--- src/rtl/rxpol_pkg.sv ---
package rxpol_pkg;

    localparam int unsigned IFG_BYTES     = 12;
    localparam int unsigned PRE_BYTES     = 8;
    localparam int unsigned OVH_BYTES     = IFG_BYTES + PRE_BYTES;
    localparam int unsigned SLOW_PORT_KBPS = 10000;

    typedef enum logic [1:0] {
        SEL_ALL   = 2'd0,
        SEL_MCAST = 2'd1,
        SEL_BCAST = 2'd2,
        SEL_FLOOD = 2'd3
    } sel_mode_e;

    typedef struct packed {
        logic mcast;
        logic bcast;
        logic flood;
    } frm_class_t;

    function automatic logic class_selected(input sel_mode_e mode, input frm_class_t c);
        logic hit;
        unique case (mode)
            SEL_ALL:   hit = 1'b1;
            SEL_MCAST: hit = c.mcast;
            SEL_BCAST: hit = c.bcast;
            default:   hit = c.flood;
        endcase
        return hit;
    endfunction

    function automatic logic [15:0] counted_bytes(input logic [15:0] len,
                                                  input logic ifg, input logic pre);
        logic [15:0] total;
        total = len;
        if (ifg) total = total + 16'(IFG_BYTES);
        if (pre) total = total + 16'(PRE_BYTES);
        return total;
    endfunction

endpackage

--- src/rtl/rxpol_tick.sv ---
module rxpol_tick #(
    parameter int TICK_CYCLES = 200000
) (
    input  logic clk,
    input  logic rst,
    output logic tick
);
    localparam int TW = (TICK_CYCLES > 1) ? $clog2(TICK_CYCLES) : 1;

    logic [TW-1:0] phase;

    assign tick = (phase == TW'(TICK_CYCLES - 1));

    always_ff @(posedge clk) begin
        if (rst)       phase <= '0;
        else if (tick) phase <= '0;
        else           phase <= phase + 1'b1;
    end

    generate
        if (TICK_CYCLES > 1) begin : g_gap_chk
            p_tick_gap_r6: assert property (@(posedge clk) disable iff (rst)
                tick |=> !tick)
                else $error("tick on consecutive cycles");
        end
    endgenerate
endmodule

--- src/rtl/rxpol_frame_track.sv ---
module rxpol_frame_track
    import rxpol_pkg::*;
#(
    parameter int PRIO_W = 2
) (
    input  logic              clk,
    input  logic              rst,
    input  logic              sof,
    input  logic [PRIO_W-1:0] in_prio,
    input  frm_class_t        in_cls,
    output logic [PRIO_W-1:0] cur_prio,
    output frm_class_t        cur_cls
);
    logic [PRIO_W-1:0] held_prio;
    frm_class_t        held_cls;

    always_ff @(posedge clk) begin
        if (rst) begin
            held_prio <= '0;
            held_cls  <= '0;
        end else if (sof) begin
            held_prio <= in_prio;
            held_cls  <= in_cls;
        end
    end

    assign cur_prio = sof ? in_prio : held_prio;
    assign cur_cls  = sof ? in_cls  : held_cls;

    p_hold_r10: assert property (@(posedge clk) disable iff (rst)
        !sof |=> (held_prio == $past(held_prio)))
        else $error("captured priority changed without sof");
endmodule

--- src/rtl/rxpol_bucket.sv ---
module rxpol_bucket
    import rxpol_pkg::*;
#(
    parameter int RATE_W   = 17,
    parameter int CRED_W   = 19,
    parameter int CAP_BITS = 12336
) (
    input  logic              clk,
    input  logic              rst,
    input  logic              tick,
    input  logic              req,
    input  logic [RATE_W-1:0] rate,
    input  logic              port_10m,
    input  logic [CRED_W-1:0] cost_bits,
    output logic              limited,
    output logic              ok
);
    localparam int SUM_W = CRED_W + 1;

    logic [CRED_W-1:0] credit;
    logic [CRED_W-1:0] credit_d;
    logic [SUM_W-1:0]  sum;
    logic              take;

    assign limited = (rate != '0) &&
                     !(port_10m && (rate > RATE_W'(SLOW_PORT_KBPS)));
    assign ok      = !limited || (credit >= cost_bits);
    assign take    = req && limited && ok;

    always_comb begin
        sum = SUM_W'(credit);
        if (tick) sum = sum + SUM_W'(rate);
        if (take) sum = sum - SUM_W'(cost_bits);
        if (sum > SUM_W'(CAP_BITS)) credit_d = CRED_W'(CAP_BITS);
        else                        credit_d = sum[CRED_W-1:0];
    end

    always_ff @(posedge clk) begin
        if (rst) credit <= CRED_W'(CAP_BITS);
        else     credit <= credit_d;
    end

    p_credit_cap_r7: assert property (@(posedge clk) disable iff (rst)
        credit <= CRED_W'(CAP_BITS))
        else $error("credit above ceiling");

    p_no_take_on_drop_r3: assert property (@(posedge clk) disable iff (rst)
        (req && !ok) |=> (credit >= $past(credit)))
        else $error("credit reduced by a dropped frame");

    p_exact_take_r3: assert property (@(posedge clk) disable iff (rst)
        (req && ok && limited && !tick) |=> (credit == $past(credit) - $past(cost_bits)))
        else $error("deduction does not match cost");

    p_unlim_no_take_r4: assert property (@(posedge clk) disable iff (rst)
        (req && !limited) |=> (credit >= $past(credit)))
        else $error("unlimited bucket was charged");
endmodule

--- src/rtl/rxpol_satcnt.sv ---
module rxpol_satcnt #(
    parameter int W = 16
) (
    input  logic         clk,
    input  logic         rst,
    input  logic         inc,
    output logic [W-1:0] cnt
);
    always_ff @(posedge clk) begin
        if (rst)                     cnt <= '0;
        else if (inc && (cnt != '1)) cnt <= cnt + 1'b1;
    end

    p_sat_hold_r8: assert property (@(posedge clk) disable iff (rst)
        (cnt == '1) |=> (cnt == '1))
        else $error("counter wrapped");

    p_step_r8: assert property (@(posedge clk) disable iff (rst)
        (inc && (cnt != '1)) |=> (cnt == $past(cnt) + 1'b1))
        else $error("counter missed an increment");
endmodule

--- src/rtl/rx_rate_policer.sv ---
module rx_rate_policer
    import rxpol_pkg::*;
#(
    parameter int NUM_PRIO    = 4,
    parameter int LEN_W       = 11,
    parameter int RATE_W      = 17,
    parameter int CNT_W       = 16,
    parameter int MAX_FRAME   = 1522,
    parameter int TICK_CYCLES = 200000,
    localparam int PRIO_W     = (NUM_PRIO > 1) ? $clog2(NUM_PRIO) : 1
) (
    input  logic                             clk,
    input  logic                             rst,
    input  logic                             sof,
    input  logic                             eof,
    input  logic [LEN_W-1:0]                 frm_len,
    input  logic [PRIO_W-1:0]                frm_prio,
    input  logic                             is_mcast,
    input  logic                             is_bcast,
    input  logic                             is_flood,
    input  logic [1:0]                       sel_mode,
    input  logic                             add_ifg,
    input  logic                             add_pre,
    input  logic                             port_10m,
    input  logic [NUM_PRIO-1:0][RATE_W-1:0]  rate_kbps,
    output logic                             dec_valid,
    output logic                             dec_drop,
    output logic [PRIO_W-1:0]                dec_prio,
    output logic [NUM_PRIO-1:0][CNT_W-1:0]   pass_cnt,
    output logic [NUM_PRIO-1:0][CNT_W-1:0]   drop_cnt
);
    localparam int CAP_BITS = (MAX_FRAME + OVH_BYTES) * 8;
    localparam int CRED_W   = $clog2(CAP_BITS + (1 << RATE_W)) + 1;

    logic              tick;
    logic [PRIO_W-1:0] cur_prio;
    frm_class_t        cur_cls;
    frm_class_t        in_cls;
    logic              metered;
    logic [15:0]       cost_bytes;
    logic [CRED_W-1:0] cost_bits;
    logic [NUM_PRIO-1:0] ok_vec;
    logic [NUM_PRIO-1:0] lim_vec;
    logic              ok_sel;
    logic              lim_sel;

    assign in_cls = '{mcast: is_mcast, bcast: is_bcast, flood: is_flood};

    rxpol_tick #(.TICK_CYCLES(TICK_CYCLES)) u_tick (
        .clk  (clk),
        .rst  (rst),
        .tick (tick)
    );

    rxpol_frame_track #(.PRIO_W(PRIO_W)) u_track (
        .clk      (clk),
        .rst      (rst),
        .sof      (sof),
        .in_prio  (frm_prio),
        .in_cls   (in_cls),
        .cur_prio (cur_prio),
        .cur_cls  (cur_cls)
    );

    assign metered    = eof && class_selected(sel_mode_e'(sel_mode), cur_cls);
    assign cost_bytes = counted_bytes(16'(frm_len), add_ifg, add_pre);
    assign cost_bits  = CRED_W'({cost_bytes, 3'b000});

    generate
        for (genvar p = 0; p < NUM_PRIO; p++) begin : g_prio
            logic req;
            assign req = metered && (cur_prio == PRIO_W'(p));

            rxpol_bucket #(
                .RATE_W   (RATE_W),
                .CRED_W   (CRED_W),
                .CAP_BITS (CAP_BITS)
            ) u_bucket (
                .clk       (clk),
                .rst       (rst),
                .tick      (tick),
                .req       (req),
                .rate      (rate_kbps[p]),
                .port_10m  (port_10m),
                .cost_bits (cost_bits),
                .limited   (lim_vec[p]),
                .ok        (ok_vec[p])
            );

            rxpol_satcnt #(.W(CNT_W)) u_pass (
                .clk (clk),
                .rst (rst),
                .inc (req && ok_vec[p]),
                .cnt (pass_cnt[p])
            );

            rxpol_satcnt #(.W(CNT_W)) u_drop (
                .clk (clk),
                .rst (rst),
                .inc (req && !ok_vec[p]),
                .cnt (drop_cnt[p])
            );
        end
    endgenerate

    assign ok_sel  = ok_vec[cur_prio];
    assign lim_sel = lim_vec[cur_prio];

    always_ff @(posedge clk) begin
        if (rst) begin
            dec_valid <= 1'b0;
            dec_drop  <= 1'b0;
            dec_prio  <= '0;
        end else begin
            dec_valid <= eof;
            dec_drop  <= metered && !ok_sel;
            dec_prio  <= cur_prio;
        end
    end

    p_unsel_pass_r1: assert property (@(posedge clk) disable iff (rst)
        (eof && !metered) |=> (dec_valid && !dec_drop))
        else $error("unselected frame marked for drop");

    p_zero_rate_r4: assert property (@(posedge clk) disable iff (rst)
        (eof && (rate_kbps[cur_prio] == '0)) |=> !dec_drop)
        else $error("drop with zero rate");

    p_slow_port_r5: assert property (@(posedge clk) disable iff (rst)
        (eof && port_10m && (rate_kbps[cur_prio] > RATE_W'(SLOW_PORT_KBPS))) |=> !dec_drop)
        else $error("drop on 10 Mbps port above line rate");

    p_unlim_sel_r4: assert property (@(posedge clk) disable iff (rst)
        (metered && !lim_sel) |=> !dec_drop)
        else $error("drop on an unlimited priority");

    p_drop_has_valid_r3: assert property (@(posedge clk) disable iff (rst)
        dec_drop |-> dec_valid)
        else $error("drop without a decision");
endmodule

--- config.mk ---
export PLATFORM = sky130hd
export DESIGN_NAME = rx_rate_policer
export DESIGN_NICKNAME = d
export VERILOG_FILES = /design/src/rtl/rxpol_pkg.sv /design/src/rtl/rxpol_tick.sv /design/src/rtl/rxpol_frame_track.sv /design/src/rtl/rxpol_bucket.sv /design/src/rtl/rxpol_satcnt.sv /design/src/rtl/rx_rate_policer.sv
export SDC_FILE = /design/constraint.sdc
export NUM_CORES = 1
export LEC_CHECK = 0
export ABC_AREA = 0
export BUFFER_PORTS_ARGS = -buffer_cell sky130_fd_sc_hd__clkbuf_2
export CAP_MARGIN = 25
export CORE_ASPECT_RATIO = 1.1
export CORE_MARGIN = 2
export CORE_UTILIZATION = 47
export DETAILED_ROUTE_END_ITERATION = 16
export GPL_ROUTABILITY_DRIVEN = 0
export PLACE_DENSITY = 0.67
export REMOVE_ABC_BUFFERS = 1
export SLEW_MARGIN = 20
export SYNTH_ARGS = -nofsm -noshare
export SYNTH_HDL_FRONTEND = slang
export SYNTH_SLANG_ARGS = --single-unit
--- constraint.sdc ---
create_clock -name clk -period 7.9 [get_ports clk]
set_input_delay 0.79 -clock clk [delete_from_list [all_inputs] [get_ports clk]]
set_output_delay 0.79 -clock clk [all_outputs]
set_load 0.02 [all_outputs]
==> results.cfg, run 1 <==
[cts]
post_cts_buffers = 0
cts_buffer_depth = 3
path_clk_slew_ns = 0.06
cts_tree = yes
root_buffer = clkbuf_16
clock_latency_ns = 0.54
h-tree-depth = 1
cts_resized = 0
cts_sinks = 229
numCtsBuffers = 26
ctsHoldBuffers = 0

[yosys]
synth_edf_count = 0
netlist_instances = 2355
synth_top_area_share = 0.248
yosysWarnings = 0
syn-cell-area_um2 = 18500
yosysSeqAreaShare = 0.248
ys_top_cells_by_area = dfxtp_1 (25%), ha_1 (12%), xor2_1 (5.7%), nor2_1 (5.4%), nand2_1 (4.8%)
synth_cell_types = 101
syn_avg_cell_area_um2 = 7.86
ys_dominant_reg_cell = dfxtp_1
async_reset_ff_frac = 0
yosysTopAreaCell = dfxtp_1
synth_seq_cells = 229

[setup_path]
rr_startpoint = u_tick.phase[8]
cp_data_arrival_time_ns = 6.61
r2r_cells = 17
path_cells = nor4b_1 > nand2_1 > or3_2 > buf_4 > o21ai_0 > ha_1 > nor2b_1 > o31ai_1 > a21oi_1 > nor2_1 > o21ai_0 > a2111o_1 > a31o_1 > a221oi_2 > o221ai_2 > or3_1 > a211o_1
path_common_cell = o21ai_0
cp-end-kind = flip-flop
crit_path_top_delay_cell = or3_2
regToRegEndpoint = g_prio[3].u_bucket.credit[12]
critical_path_peak_fanout = 26
worst-setup-path-type = flip-flop to flip-flop
worstPathRequired_ns = 8.34
max_stage_delay_ns = 0.69
r2r_setup_slack_ns = 1.73
worst_setup_path_start_kind = flip-flop

[final_layout]
layout_commonest_cell = nor2_1
area_growth_pct = 14.2
postLayoutCoreUtil = 0.543
final_cell_area_um2 = 21200
layout_common_cells = nor2_1 (264), nand2_1 (234), dfxtp_1 (229), clkbuf_2 (223), ha_1 (175)
fill_cells = 3715
nets = 2871
diodes = 0
drive_gt1_frac = 0.130

[die]
fp-row-count = 76
design.core.area_um2 = 39000
die_x_um = 193
fp.dieArea_um2 = 41000
io_pins = 225
start_util = 0.475
die_h_um = 212

[placed_design]
dpl.hpwl_um = 41700
place_area_um2 = 20300
numPortBuffers = 224

[power_and_ir_drop]
p_leak_nw = 8.87
power.density_nw_per_um2 = 139
ir_drop_uv = 151

[global_route]
grt_remaining_overflow = 0
grt_max_degree = 64
grt_pass1_wl_um = 88000
grt_pass1_vias = 17600
grt_usage = 0.256
antenna_found_initial = 2

[timing]
max_freq_mhz = 162
slew_headroom = 0.326
setup_viol = 0
worstMarginPinSlew_ns = 1.01
finalSetupTns_ns = 0
finalClockSkew_ns = 0.0107
rsz0062_at_grt = false
post-route-period-util = 0.781
finalCriticalPeriod_ns = 6.17
final-max-slew-violation-count = 0
finalHoldViolCount = 0

[route]
vias_per_cell = 5.84
drtIter0Drc = 1120
ant_nets = 0
totalWireLength_um = 54100
vias = 18200
drc_errors = 0
dr.pass1.iters = 5
wire_per_inst_um = 17.3

[run]
cap_violations = 0

[worst_hold_path]
hold_path_class = flip-flop to flip-flop
min_to = u_tick.phase[0]
min_path_cells = 1
hp-start = u_tick.phase[0]

[outcome]
status = finished clean
synthesized netlist by cell type, types with 27 or more instances:
cell type  instances
nor2_1           264
nand2_1          235
dfxtp_1          229
ha_1             175
a21oi_1          136
o21ai_0          136
xor2_1           121
xnor2_1          100
nand3_1           84
nor3_1            69
inv_1             66
clkbuf_1          50
nand4_1           49
or3_1             49
and3_1            44
mux2i_1           32
a21o_1            30
a211oi_1          27
o21a_1            27
where the power goes:
group	internal [mW]	switching, mW	total (mW)
sequential	1.17	0.0109	1.18
combinational	0.220	0.334	0.554
clock	0.709	0.502	1.21
total	2.09	0.847	2.94
routing by layer:
layer  share of wire  global-route usage  vias up
met4           0.027              0.0740        2
met1            0.43               0.314     8515
met5         0.00024                   0        -
li1                -                   -     9092
met3           0.061              0.0465      112
met2            0.48               0.456      508
layout make-up:
class / instances / area [um2] / area share
Clock buffer: 42 / 822 / 0.0389
Inverter: 66 / 248 / 0.0117
Timing Repair Buffer: 254 / 1350 / 0.0636
Clock inverter: 5 / 35.0 / 0.00166
Sequential cell: 229 / 4580 / 0.217
Multi-Input combinational cell: 2018 / 13500 / 0.637
Tap cell: 507 / 634 / 0.0300
cells by family (layout without fill, tap and decap cells):
| group | after synthesis | in the layout | synth area share |
|---|---|---|---|
| buf+inv | 134 | 367 | 0.0299 |
| simple gates | 981 | 981 | 0.264 |
| fa+ha+maj | 185 | 185 | 0.128 |
| other cells | 2 | 28 | 0.000406 |
| xor+xnor | 222 | 222 | 0.105 |
| compound gates | 566 | 566 | 0.205 |
| flops | 229 | 229 | 0.248 |
| mux | 36 | 36 | 0.0203 |
metrics by stage:
| stage | std cells | hold WS [ns] | setup WS, ns | power (mW) |
|---|---|---|---|---|
| after global routing | 3121 | 0.498 | 1.31 | 3.07 |
| after global placement | 3072 | 0.443 | 1.68 | 1.73 |
| final | 3121 | 0.470 | 1.73 | 2.94 |
| after floorplan | 2313 | 0.426 | 2.13 | 1.57 |
| after CTS | 3119 | 0.471 | 1.81 | 2.95 |
| after detailed placement | 3072 | 0.454 | 1.55 | 1.74 |
worst max-delay path by stage:
stage / startpoint / to / slack [ns] / depth (start not counted)
after global routing: u_tick.phase[7] / g_prio[0].u_bucket.credit[3] / 1.31 / 17
final: u_tick.phase[8] / g_prio[3].u_bucket.credit[12] / 1.73 / 17
after detailed placement: rate_kbps[34] / g_prio[2].u_bucket.credit[4] / 1.55 / 21
after global placement: rate_kbps[34] / g_prio[2].u_bucket.credit[4] / 1.68 / 21
after floorplan: frm_len[2] / g_prio[1].u_bucket.credit[12] / 2.13 / 20
after CTS: u_tick.phase[0] / g_prio[3].u_bucket.credit[5] / 1.81 / 18
registers in the layout, indices dropped and copies added (netlist names):
| register | flops |
|---|---|
| g_prio.u_bucket.credit | 76 |
| g_prio.u_drop.cnt | 64 |
| g_prio.u_pass.cnt | 64 |
| u_tick.phase | 18 |
| u_track.held_cls | 3 |
| dec_prio | 2 |
| dec_drop | 1 |
| dec_valid | 1 |
critical path, delay by kind of cell (launching register included):
family | cells | cell delay [ns]
AO/OA/AOI/OAI | 9 | 2.86
AND/OR/NAND/NOR | 6 | 2.04
flip-flops | 1 | 0.42
adder cells (fa/ha/maj) | 1 | 0.38
buffers and inverters | 1 | 0.33
Note: power is estimated with default switching activity, not from simulation.
==> run 2: changes to the inputs <==
PLACE_DENSITY = 0.69   (was 0.67)
clock period = 5.1 ns   (was 7.9 ns; I/O delays follow)
==> results.cfg, run 2 (synthesized netlist as in run 1, its figures left out) <==
[die]
io_pins = 225
die_x_um = 193
fp.dieArea_um2 = 41000
die_h_um = 212
start_util = 0.475
fp-row-count = 76
design.core.area_um2 = 39000

[final_layout]
final_cell_area_um2 = 23300
layout_commonest_cell = nor2_1
largest_reg_flops = 76
nets = 3095
fin_cells = 3346
top_register = g_prio.u_bucket.credit
diodes = 0
drive_gt1_frac = 0.216
layout_common_cells = nor2_1 (264), buf_4 (249), nand2_1 (234), dfxtp_1 (228), clkbuf_2 (223)
area_growth_pct = 25.6
postLayoutCoreUtil = 0.597
top_regs = g_prio.u_bucket.credit (76), g_prio.u_drop.cnt (64), g_prio.u_pass.cnt (64)

[power_and_ir_drop]
netSwitchingFraction = 0.284
power.density_nw_per_um2 = 212
switchingPower_mw = 1.40
p_leak_nw = 10.1
power_frac_clock = 0.426
seqPwrFrac = 0.369
total_power_mw = 4.94
internal-power_mw = 3.53
comb_power_share = 0.205
ir_drop_uv = 225

[timing]
finalClockSkew_ns = 0.0160
finalCriticalPeriod_ns = 4.92
max_freq_mhz = 203
worstMarginPinSlew_ns = 0.945
finalSetupTns_ns = 0
slew_headroom = 0.368
final-max-slew-violation-count = 0
finalHoldViolCount = 0
setup_viol = 0
post-route-period-util = 0.965

[route]
ant_nets = 0
drtIter0Drc = 946
totalWireLength_um = 57100
vias_per_cell = 5.80
drc_errors = 0
dr.pass1.iters = 6
vias = 19400
wire_per_inst_um = 17.1

[cts]
root_buffer = clkbuf_16
path_clk_slew_ns = 0.07
cts_sinks = 229
h-tree-depth = 1
cts_tree = yes
clock_latency_ns = 0.55
numCtsBuffers = 26
cts_buffer_depth = 3

[setup_path]
worst_setup_path_start_kind = flip-flop
worst-setup-path-type = flip-flop to flip-flop
cp_data_arrival_time_ns = 5.36
critical_path_peak_fanout = 18
worstPathRequired_ns = 5.54
cp-end-kind = flip-flop

[placed_design]
dpl.hpwl_um = 44600
dp.cells = 3292
numPortBuffers = 224
place_area_um2 = 22000

[global_route]
grt_pass1_wl_um = 91900
grt_remaining_overflow = 0
grt_max_degree = 56
antenna_found_initial = 2
grt_pass1_vias = 18900
grt_usage = 0.267

[run]
cap_violations = 0

[worst_hold_path]
hold_path_class = input pin to flip-flop

[outcome]
status = finished clean
-- run 2: cell count changes in the layout (fill, tap and decap cells not counted), moves of 5 or more --
cell	before	now
a21oi_2	0	6
buf_4	30	249
clkbuf_8	9	2
buf_12	0	5
o21ai_2	0	9
o21ai_0	136	114
a21oi_1	136	130
o21ai_1	2	15
bufinv_16	0	6
-- run 2: worst paths after layout --
| path | slack [ns] | startpoint | cells past startpoint | end |
|---|---|---|---|---|
| setup / recovery | 0.18 | u_tick.phase[13] | 19 | g_prio[2].u_bucket.credit[4] |
| setup reg to reg | 0.18 | u_tick.phase[13] | 19 | g_prio[2].u_bucket.credit[4] |
| hold / removal | 0.20 | eof | 2 | dec_valid |
| hold reg to reg | 0.47 | u_tick.phase[0] | 1 | u_tick.phase[0] |
-- run 2: per-layer routing --
metal | vias to the layer above | share of wire | track usage
met5 | - | 0.00047 | 0
met4 | 4 | 0.044 | 0.108
met3 | 166 | 0.063 | 0.0512
met2 | 560 | 0.49 | 0.475
met1 | 9104 | 0.41 | 0.315
li1 | 9572 | - | -
-- run 2: what timing repair did --
action,CTS,global route
resized for setup,8,68
setup endpoints to repair,48,56
pin swaps,0,14
setup buffers,0,6
hold buffers,0,0
-- run 2: critical path, stage by stage (launching register included) --
cell	delay [ns]
dfxtp_1	0.33
nor4b_4	0.29
nand2_1	0.11
or3_2	0.48
buf_12	0.18
a211oi_1	0.20
a21oi_1	0.11
buf_4	0.16
fa_1	0.40
nand2b_1	0.19
a21oi_2	0.16
a211oi_2	0.06
buf_4	0.15
xnor2_1	0.12
or4_1	0.51
or4_1	0.55
a41oi_2	0.22
nand4_1	0.11
buf_4	0.17
or2_2	0.30
-- run 2: area by class of cell --
cell class / instances / area [um2]
Fill cell: 3573 / 15700
Multi-Input combinational cell: 2018 / 13700
Sequential cell: 229 / 4590
Timing Repair Buffer: 478 / 3100
Clock buffer: 31 / 689
Tap cell: 507 / 634
Clock inverter: 17 / 267
Inverter: 66 / 248
-- run 2: per-stage QoR --
stage | setup WS (ns) | hold slack (ns)
final | 0.177 | 0.197
after global routing | -0.0425 | 0.191
after CTS | 0.0216 | 0.181
after detailed placement | -0.338 | 0.453
after global placement | -0.232 | 0.442
after floorplan | -0.405 | 0.426
-- run 2: power groups by stage --
stage	Clock, mW	Combinational (mW)	Sequential [mW]
global placement	0	0.940	1.86
global route	2.21	1.11	1.82
CTS	2.15	0.978	1.82
detailed placement	0	0.969	1.86
finish	2.10	1.01	1.82
floorplan	0	0.573	1.86
==> run 3: changes to the inputs <==
ABC_AREA = 1   (was 0)
PLACE_DENSITY = 0.66   (was 0.69)
clock period = 4.84 ns   (was 5.1 ns; I/O delays follow)
==> results.cfg, run 3 <==
[power_and_ir_drop]
seqPwrFrac = 0.376
total_power_mw = 5.10
netSwitchingFraction = 0.278
switchingPower_mw = 1.42
internal-power_mw = 3.68
ir_drop_uv = 233
power_frac_clock = 0.451
power.density_nw_per_um2 = 227
p_leak_nw = 10.4
comb_power_share = 0.173

[route]
dr_wl_met2_um = 27000
highest_layer = met4
ant_nets = 0
drc_errors = 0
vias = 20200
met3_wirelength_um = 3350
wl_met1_um = 24700
dr.pass1.iters = 6
totalWireLength_um = 57000
wire_per_inst_um = 14.8
drtIter0Drc = 1137
vias_per_cell = 5.27

[cts]
h-tree-depth = 1
root_buffer = clkbuf_16
cts_buffer_depth = 3
numCtsBuffers = 27
cts_sinks = 229
cts_tree = yes
path_clk_slew_ns = 0.06
clock_latency_ns = 0.55

[die]
fp.dieArea_um2 = 42800
io_pins = 225
die_h_um = 217
die_x_um = 197
design.core.area_um2 = 40400
start_util = 0.479
fp-row-count = 77

[final_layout]
fill_cells = 4042
nets = 3582
layout_commonest_cell = nand2_1
largest_reg_flops = 76
diodes = 0
top_regs = g_prio.u_bucket.credit (76), g_prio.u_drop.cnt (64), g_prio.u_pass.cnt (64)
postLayoutCoreUtil = 0.556
area_growth_pct = 16.0
layout_common_cells = nand2_1 (679), inv_1 (425), nor2_1 (327), a21oi_1 (251), dfxtp_1 (228)
drive_gt1_frac = 0.121
top_register = g_prio.u_bucket.credit

[global_route]
grt_usage = 0.257
grt_remaining_overflow = 0
antenna_found_initial = 0
grt_pass1_vias = 18900
grt_max_degree = 69
grt_pass1_wl_um = 90600

[setup_path]
worstPathRequired_ns = 5.32
worst-setup-path-type = flip-flop to flip-flop
worst_setup_path_start_kind = flip-flop
cp-end-kind = flip-flop
cp_data_arrival_time_ns = 4.98
critical_path_peak_fanout = 10

[yosys]
yosysTopAreaCell = dfxtp_1
yosysWarnings = 0
yosysSeqAreaShare = 0.237
ys_dominant_reg_cell = dfxtp_1
synth_seq_cells = 229
synth_edf_count = 0
synth_top_area_share = 0.237
async_reset_ff_frac = 0
synth_cell_types = 54
ys_top_cells_by_area = dfxtp_1 (24%), nand2_1 (13%), ha_1 (11%), inv_1 (8.3%), a21oi_1 (6.5%)
syn_avg_cell_area_um2 = 6.37
netlist_instances = 3037
syn-cell-area_um2 = 19300
yosys-top-cells-count = nand2_1 (680), inv_1 (426), nor2_1 (328)
synth.most_common_cell = nand2_1

[placed_design]
dpl.hpwl_um = 44400
numPortBuffers = 224

[timing]
setup_viol = 0
post-route-period-util = 0.930
finalClockSkew_ns = 0.0183
finalHoldViolCount = 0
finalCriticalPeriod_ns = 4.50
final-max-slew-violation-count = 0
slew_headroom = 0.438
worstMarginPinSlew_ns = 0.840
max_freq_mhz = 222

[worst_hold_path]
hold_path_class = input pin to flip-flop

[run]
cap_violations = 0

[outcome]
status = finished clean
[run 3: cell count changes after synthesis, sizes merged, moves of 59 or more]
cell / before / now
inv: 66 / 427
nor2: 265 / 342
xnor2: 101 / 42
nand2: 236 / 706
a21oi: 136 / 252
nand3: 84 / 202
[run 3: kinds of logic (layout without fill, tap and decap cells)]
kind of cell | count (synthesis) | count (layout) | share of synthesized area
multiplexers | 8 | 8 | 0.00414
AND/OR/NAND/NOR | 1518 | 1518 | 0.349
AO/OA/AOI/OAI | 513 | 513 | 0.143
XOR/XNOR | 108 | 108 | 0.0489
other | 2 | 28 | 0.000388
buffers and inverters | 476 | 739 | 0.0955
flip-flops | 229 | 229 | 0.237
adder cells (fa/ha/maj) | 183 | 183 | 0.122
[run 3: power groups by stage]
stage	combinational [mW]	sequential, mW	clock, mW
final	0.880	1.92	2.30
after global routing	0.990	1.92	2.41
after CTS	0.862	1.92	2.35
after detailed placement	0.857	1.96	0
after global placement	0.837	1.96	0
after floorplan	0.585	1.96	0
[run 3: area by class of cell]
cell class,count,area [um2],area share
tap,513,642,0.0286
multi-input combinational,2358,13100,0.585
inverter,429,1610,0.0718
clock inverter,10,204,0.00909
timing repair buffer,261,1460,0.0651
sequential,229,4590,0.204
clock buffer,39,801,0.0357
[run 3: per-stage QoR]
stage	instances	setup slack, ns	hold WS, ns	area, um2	TNS [ns]
2_1_floorplan	3016	-1.16	0.418	19200	-53.49
3_3_place_gp	3782	0.0270	0.431	21200	0
3_5_place_dp	3782	-0.104	0.438	21200	-1.01
4_1_cts	3831	0.107	0.194	22200	0
5_1_grt	3839	-0.0320	0.221	22400	-0.181
6_report	3839	0.338	0.210	22400	0
[run 3: critical path, cell delays in order, from the launching register on]
cell and delay, ns:
dfxtp_1 0.35, ha_1 0.17, nand2_1 0.05, inv_1 0.07
nand2_1 0.12, nor2_2 0.15, nand4_1 0.21, inv_2 0.20
buf_4 0.13, nor2_1 0.03, a21oi_1 0.20, inv_1 0.09
ha_1 0.24, fa_1 0.47, o21ai_0 0.30, a21oi_1 0.11
o21ai_0 0.29, a21oi_1 0.11, o21ai_0 0.20, xor2_1 0.17
nand3_1 0.09, nand2_1 0.10, nand2_1 0.06, nor2_1 0.10
nand3_1 0.10, nand2_2 0.13, nand2_4 0.10, nor2_1 0.10
[run 3: worst paths after layout]
check	from	end	slack, ns	cells past startpoint
setup / recovery	u_tick.phase[0]	g_prio[1].u_bucket.credit[0]	0.34	27
hold / removal	is_flood	u_track.held_cls[0]	0.21	3
setup reg to reg	u_tick.phase[0]	g_prio[1].u_bucket.credit[0]	0.34	27
hold reg to reg	u_tick.phase[0]	u_tick.phase[0]	0.45	1
[run 3: what timing repair did]
| item | in CTS | in global routing |
|---|---|---|
| setup endpoints to repair | 0 | 52 |
| gates resized for setup | 0 | 28 |
| buffers inserted | 0 | 6 |
| hold buffers | 0 | 0 |
[run 3: layer usage]
layer  track usage  vias up
li1              -    10600
met1         0.311     9116
met2         0.456      449
met3        0.0442      106
met4        0.0857        0
met5             0        -
